===== src/rtl/rac_pkg.sv =====
package rac_pkg;
  typedef enum logic {
    RAC_IDLE = 1'b0,
    RAC_RECV = 1'b1
  } rac_state_t;
endpackage


===== src/rtl/rac_crc_engine.sv =====
module rac_crc_engine #(
  parameter int               W    = 8,
  parameter logic [W-1:0]     POLY = 8'h8C
) (
  input  logic         clk,
  input  logic         rst_n,
  input  logic         clear,
  input  logic         step,
  input  logic         din,
  output logic [W-1:0] crc
);
  logic         fb;
  logic [W-1:0] shifted;

  assign fb      = din ^ crc[0];
  assign shifted = crc >> 1;

  always_ff @(posedge clk) begin
    if (!rst_n)      crc <= '0;
    else if (clear)  crc <= '0;
    else if (step)   crc <= fb ? (shifted ^ POLY) : shifted;
  end

  // register moves only on an accepted bit
  p_crc_hold_r3: assert property (@(posedge clk) disable iff (!rst_n)
    (!step && !clear) |=> $stable(crc));
  p_crc_clear_r2: assert property (@(posedge clk) disable iff (!rst_n)
    clear |=> (crc == '0));
endmodule


===== src/rtl/rac_frame_ctrl.sv =====
module rac_frame_ctrl #(
  parameter int ADDR_BITS    = 64,
  parameter int PAYLOAD_BITS = 56
) (
  input  logic clk,
  input  logic rst_n,
  input  logic start,
  input  logic bit_valid,
  output logic bit_ready,
  output logic accept,
  output logic in_payload,
  output logic last,
  output logic done
);
  import rac_pkg::*;

  localparam int CNT_W = $clog2(ADDR_BITS + 1);

  rac_state_t       state;
  logic [CNT_W-1:0] cnt;

  assign bit_ready  = (state == RAC_RECV);
  assign accept     = bit_valid && bit_ready && !start;
  assign in_payload = accept && (cnt < CNT_W'(PAYLOAD_BITS));
  assign last       = accept && (cnt == CNT_W'(ADDR_BITS - 1));

  always_ff @(posedge clk) begin
    if (!rst_n) begin
      state <= RAC_IDLE;
      cnt   <= '0;
      done  <= 1'b0;
    end else if (start) begin
      state <= RAC_RECV;
      cnt   <= '0;
      done  <= 1'b0;
    end else begin
      done <= last;
      if (accept) cnt <= cnt + 1'b1;
      if (last)   state <= RAC_IDLE;
    end
  end

  p_cnt_bound_r4: assert property (@(posedge clk) disable iff (!rst_n)
    cnt <= CNT_W'(ADDR_BITS));
  p_ready_drop_r4: assert property (@(posedge clk) disable iff (!rst_n)
    last |=> !bit_ready);
  p_done_pulse_r5: assert property (@(posedge clk) disable iff (!rst_n)
    done |=> !done);
  p_done_after_last_r5: assert property (@(posedge clk) disable iff (!rst_n)
    last |=> done);
  p_restart_r10: assert property (@(posedge clk) disable iff (!rst_n)
    start |=> (cnt == '0) && bit_ready);
endmodule


===== src/rtl/rac_field_capture.sv =====
module rac_field_capture #(
  parameter int ADDR_BITS = 64
) (
  input  logic                 clk,
  input  logic                 rst_n,
  input  logic                 clear,
  input  logic                 accept,
  input  logic                 din,
  output logic [ADDR_BITS-1:0] shreg,
  output logic [ADDR_BITS-1:0] shreg_next
);
  // bits enter at the top and walk down, so the first bit ends at index 0
  assign shreg_next = {din, shreg[ADDR_BITS-1:1]};

  always_ff @(posedge clk) begin
    if (!rst_n)      shreg <= '0;
    else if (clear)  shreg <= '0;
    else if (accept) shreg <= shreg_next;
  end

  p_fields_hold_r8: assert property (@(posedge clk) disable iff (!rst_n)
    (!accept && !clear) |=> $stable(shreg));
endmodule


===== src/rtl/rom_addr_crc_check.sv =====
module rom_addr_crc_check #(
  parameter int                FAMILY_W    = 8,
  parameter int                SERIAL_W    = 48,
  parameter int                CRC_W       = 8,
  parameter logic [CRC_W-1:0]  POLY        = 8'h8C,
  parameter logic [FAMILY_W-1:0] FAMILY_CODE = 8'h3D
) (
  input  logic                clk,
  input  logic                rst_n,
  input  logic                start,
  input  logic                bit_valid,
  input  logic                bit_data,
  output logic                bit_ready,
  output logic                done,
  output logic                crc_ok,
  output logic                family_ok,
  output logic [FAMILY_W-1:0] family_code,
  output logic [SERIAL_W-1:0] serial_num,
  output logic [CRC_W-1:0]    crc_byte
);
  localparam int PAYLOAD_BITS = FAMILY_W + SERIAL_W;
  localparam int ADDR_BITS    = PAYLOAD_BITS + CRC_W;

  logic                 accept, in_payload, last;
  logic [CRC_W-1:0]     crc_payload, crc_residue;
  logic [ADDR_BITS-1:0] shreg, shreg_next;

  rac_frame_ctrl #(.ADDR_BITS(ADDR_BITS), .PAYLOAD_BITS(PAYLOAD_BITS)) u_ctrl (
    .clk(clk), .rst_n(rst_n), .start(start), .bit_valid(bit_valid),
    .bit_ready(bit_ready), .accept(accept), .in_payload(in_payload),
    .last(last), .done(done)
  );

  rac_field_capture #(.ADDR_BITS(ADDR_BITS)) u_cap (
    .clk(clk), .rst_n(rst_n), .clear(start), .accept(accept),
    .din(bit_data), .shreg(shreg), .shreg_next(shreg_next)
  );

  // CRC over family code and serial number only
  rac_crc_engine #(.W(CRC_W), .POLY(POLY)) u_crc_payload (
    .clk(clk), .rst_n(rst_n), .clear(start), .step(in_payload),
    .din(bit_data), .crc(crc_payload)
  );

  // same CRC over the whole address; a valid address leaves zero
  rac_crc_engine #(.W(CRC_W), .POLY(POLY)) u_crc_residue (
    .clk(clk), .rst_n(rst_n), .clear(start), .step(accept),
    .din(bit_data), .crc(crc_residue)
  );

  always_ff @(posedge clk) begin
    if (!rst_n || start) begin
      crc_ok    <= 1'b0;
      family_ok <= 1'b0;
    end else if (last) begin
      crc_ok    <= (crc_payload == shreg_next[ADDR_BITS-1 -: CRC_W]);
      family_ok <= (shreg_next[FAMILY_W-1:0] == FAMILY_CODE);
    end
  end

  assign family_code = shreg[FAMILY_W-1:0];
  assign serial_num  = shreg[FAMILY_W +: SERIAL_W];
  assign crc_byte    = shreg[ADDR_BITS-1 -: CRC_W];

  p_start_clears_r2: assert property (@(posedge clk) disable iff (!rst_n)
    start |=> bit_ready && !done && !crc_ok && !family_ok);
  p_flags_hold_r8: assert property (@(posedge clk) disable iff (!rst_n)
    (!start && !last) |=> $stable({crc_ok, family_ok}));
  p_residue_agree_r11: assert property (@(posedge clk) disable iff (!rst_n)
    done |-> (crc_ok == (crc_residue == '0)));
  p_family_r7: assert property (@(posedge clk) disable iff (!rst_n)
    done |-> (family_ok == (family_code == FAMILY_CODE)));
endmodule


===== config.mk =====
export PLATFORM = sky130hd
export DESIGN_NAME = rom_addr_crc_check
export DESIGN_NICKNAME = d
export VERILOG_FILES = /design/src/rtl/rac_pkg.sv /design/src/rtl/rac_crc_engine.sv /design/src/rtl/rac_frame_ctrl.sv /design/src/rtl/rac_field_capture.sv /design/src/rtl/rom_addr_crc_check.sv
export SDC_FILE = /design/constraint.sdc
export NUM_CORES = 1
export LEC_CHECK = 0
export BUFFER_PORTS_ARGS = -buffer_cell sky130_fd_sc_hd__buf_2
export CELL_PAD_IN_SITES_DETAIL_PLACEMENT = 1
export CELL_PAD_IN_SITES_GLOBAL_PLACEMENT = 2
export CORE_MARGIN = 3
export CORE_UTILIZATION = 37
export CTS_CLUSTER_SIZE = 10
export DETAILED_ROUTE_END_ITERATION = 7
export PLACE_DENSITY = 0.9
export REMOVE_ABC_BUFFERS = 1
export SLEW_MARGIN = 20
export SYNTH_ARGS = -nofsm -noshare
export SYNTH_HDL_FRONTEND = slang
export SYNTH_HIERARCHICAL = 1
export SYNTH_SLANG_ARGS = --single-unit

===== constraint.sdc =====
create_clock -name clk -period 4.4 [get_ports clk]
set_input_delay 0.44 -clock clk [delete_from_list [all_inputs] [get_ports clk]]
set_output_delay 0.44 -clock clk [all_outputs]
set_load 0.01 [all_outputs]

==> flow_summary_export.csv <==
group,metric,value,unit
cts,postCtsSetupBuffers,0,
worst_setup_path,path_class,"reg2reg",
cts,cts-resized-gates,0,
min_path,hold_path_depth,3,
worst_setup_path,max_stage_delay,0.78,ns
cts,clk-insertion-delay-late,0.35,ns
power,p_sw,329,µW
power,p_clk_share,38.9,%
place,dp_hpwl,4850,µm
cts,cts_tree,"yes",
layout,design_area,3810,µm²
detailed_routing,drc_errors,0,
timing,slew-limit-headroom,30.2,%
global_routing,grt_first_pass_wirelength,11500,µm
detailed_routing,routed_via_density,4.80,
cts,htreeDepth,3,
place,place_congestion,0.733,
worst_setup_path,reg2reg_setup_slack,2.26,ns
cts,hold_buffers,0,
place,place_area,3630,µm²
cts,cts.reportedPaths.clkPinSlew,0.09,ns
floorplanning,num_rows,34,
floorplanning,core_area,8760,µm²
synth,netlist_instances,322,
min_path,hp-class,"in2reg",
timing,max_freq,0.467,GHz
global_routing,grt_use_met1,16.6,%
power,p_int,983,µW
cts,cts_buffers,9,
power,switching_share,25.1,%
global_routing,antenna_found_initial,0,
detailed_routing,wire_per_inst,14.2,µm
timing,hold_violations,0,
floorplanning,initial_utilization,38.4,%
synth,syn_area_per_cell,10.4,µm²
global_routing,grtUsageTotal,14.0,%
global_routing,use_met3,6.13,%
worst_setup_path,worst_r2r_endpoint,"u_cap/shreg[54]",
worst_setup_path,critPathSlowestCell,"buf_4",
layout,syn_to_final_growth,13.2,%
place,port_buffers,72,
detailed_routing,antenna_left,0,
floorplanning,die_y,101,µm
cts,numClockSinks,83,
detailed_routing,drt_iter0_drc,49,
detailed_routing,drtPass1Iterations,5,
floorplanning,die_width,101,µm
layout,num-fill-cells,1042,
timing,report.final.slew_viol_count,0,
global_routing,grt_pass1_vias,2400,
cts,clock_path_buffers,2,
power,power_density,345,nW/µm²
run,max_cap_viol_count,0,
status,status,"finished, final reports clean",
worst_setup_path,reg2reg_depth,5,
timing,min_period,2.14,ns
timing,whs,0.395,ns
detailed_routing,vias,2348,
detailed_routing,routed_wl,6960,µm
synth,syn_area,3360,µm²
worst_setup_path,worstPathMaxFanout,64,
worst_setup_path,cp_cell_sequence,"nand2_1, nor2_4, buf_4, mux2i_1, nor2_1",
worst_setup_path,cp-start-kind,"flop",
worst_setup_path,worst_ep_required_time,4.61,ns
layout,n_antenna_cell,0,
layout,final_nets,382,
timing,worst_pin_slew,1.05,ns
min_path,hold_path_startpoint,"rst_n",
power,irDropWorstVdd,168,µV
global_routing,gr-usage-met2,23.1,%
power,power_leakage,1.51,nW
worst_setup_path,rr_startpoint,"u_ctrl/bit_ready",
timing,post-route-period-util,48.7,%
worst_setup_path,cp-end-kind,"flop",
min_path,hold_end,"u_ctrl/bit_ready",
timing,skew,0.0121,ns
worst_setup_path,arrival,2.35,ns
cts,root_buffer,"clkbuf_8",
floorplanning,ios,73,
floorplanning,die_area,10300,µm²
timing,grt_setup_unrepaired,"false",
layout,final_common_cell,"dfxtp_1",
layout,drive_gt1_share,26.0,%
synth,yosys_warnings,6,
layout,mostFrequentLayoutCells,"dfxtp_1 (83), nor2_1 (74), buf_2 (72)",
global_routing,grt_max_degree,65,
power,pwr-share-comb,3.7,%
power,pwr-share-seq,57.5,%
global_routing,gr-total-overflow,0,
global_routing,top_usage_layer,"met2",
layout,final_util,43.5,%
timing,setup_viol,0,
## state kept, by name, indices dropped and copies added (netlist names)
register	count
u_cap/shreg	64
u_crc_payload/crc	8
u_ctrl/cnt	7
crc_ok	1
family_ok	1
u_ctrl/bit_ready	1
u_ctrl/done	1
## per-layer routing
layer,vias up,wire length [µm]
met5,-,0
met2,54,3380
met3,4,527
met4,0,27
met1,1106,3030
li1,1184,-
## stage by stage
step	std cells	TNS [ns]	power (mW)	setup WS, ns
after floorplan	290	-43.18	0.810	-0.675
after global placement	473	0	0.821	2.24
after detailed placement	473	0	0.821	2.16
after CTS	489	0	1.34	2.24
after global routing	489	0	1.38	2.10
final	489	0	1.31	2.26
## worst max-delay path by stage
stage | startpoint | end | slack [ns] | depth (start not counted)
2_1_floorplan | u_ctrl/bit_ready | u_cap/shreg[0] | -0.67 | 4
6_report | u_ctrl/bit_ready | u_cap/shreg[54] | 2.26 | 5
5_1_grt | u_ctrl/bit_ready | u_cap/shreg[17] | 2.10 | 5
3_3_place_gp | bit_valid | u_cap/shreg[56] | 2.24 | 6
4_1_cts | u_ctrl/bit_ready | u_cap/shreg[54] | 2.24 | 5
3_5_place_dp | bit_valid | u_cap/shreg[54] | 2.16 | 6
## worst max-delay path, delay by kind of cell, from the launching register on
family                 cells  cell delay, ns
muxes                      1            0.30
buffers and inverters      1            0.78
DFF                        1            0.47
and+or+nand+nor            3            0.40
## area by class of cell
class / count / area [µm²] / share of cell area, %
clock inverters: 7 / 57.6 / 1.51
flip-flops and latches: 83 / 1660 / 43.6
clock buffers: 9 / 124 / 3.25
well taps: 108 / 135 / 3.55
repair buffers: 75 / 383 / 10.1
multi-input cells: 206 / 1440 / 37.9
inverters: 1 / 3.75 / 0.0986
## power by group through the flow
stage | Clock (mW) | Sequential [mW] | Combinational, mW
detailed placement | 0 | 0.772 | 0.0494
CTS | 0.535 | 0.754 | 0.0495
global placement | 0 | 0.772 | 0.0491
global route | 0.568 | 0.755 | 0.0531
finish | 0.510 | 0.754 | 0.0482
floorplan | 0 | 0.772 | 0.0381
No activity file was read; power rests on OpenSTA's default activity.
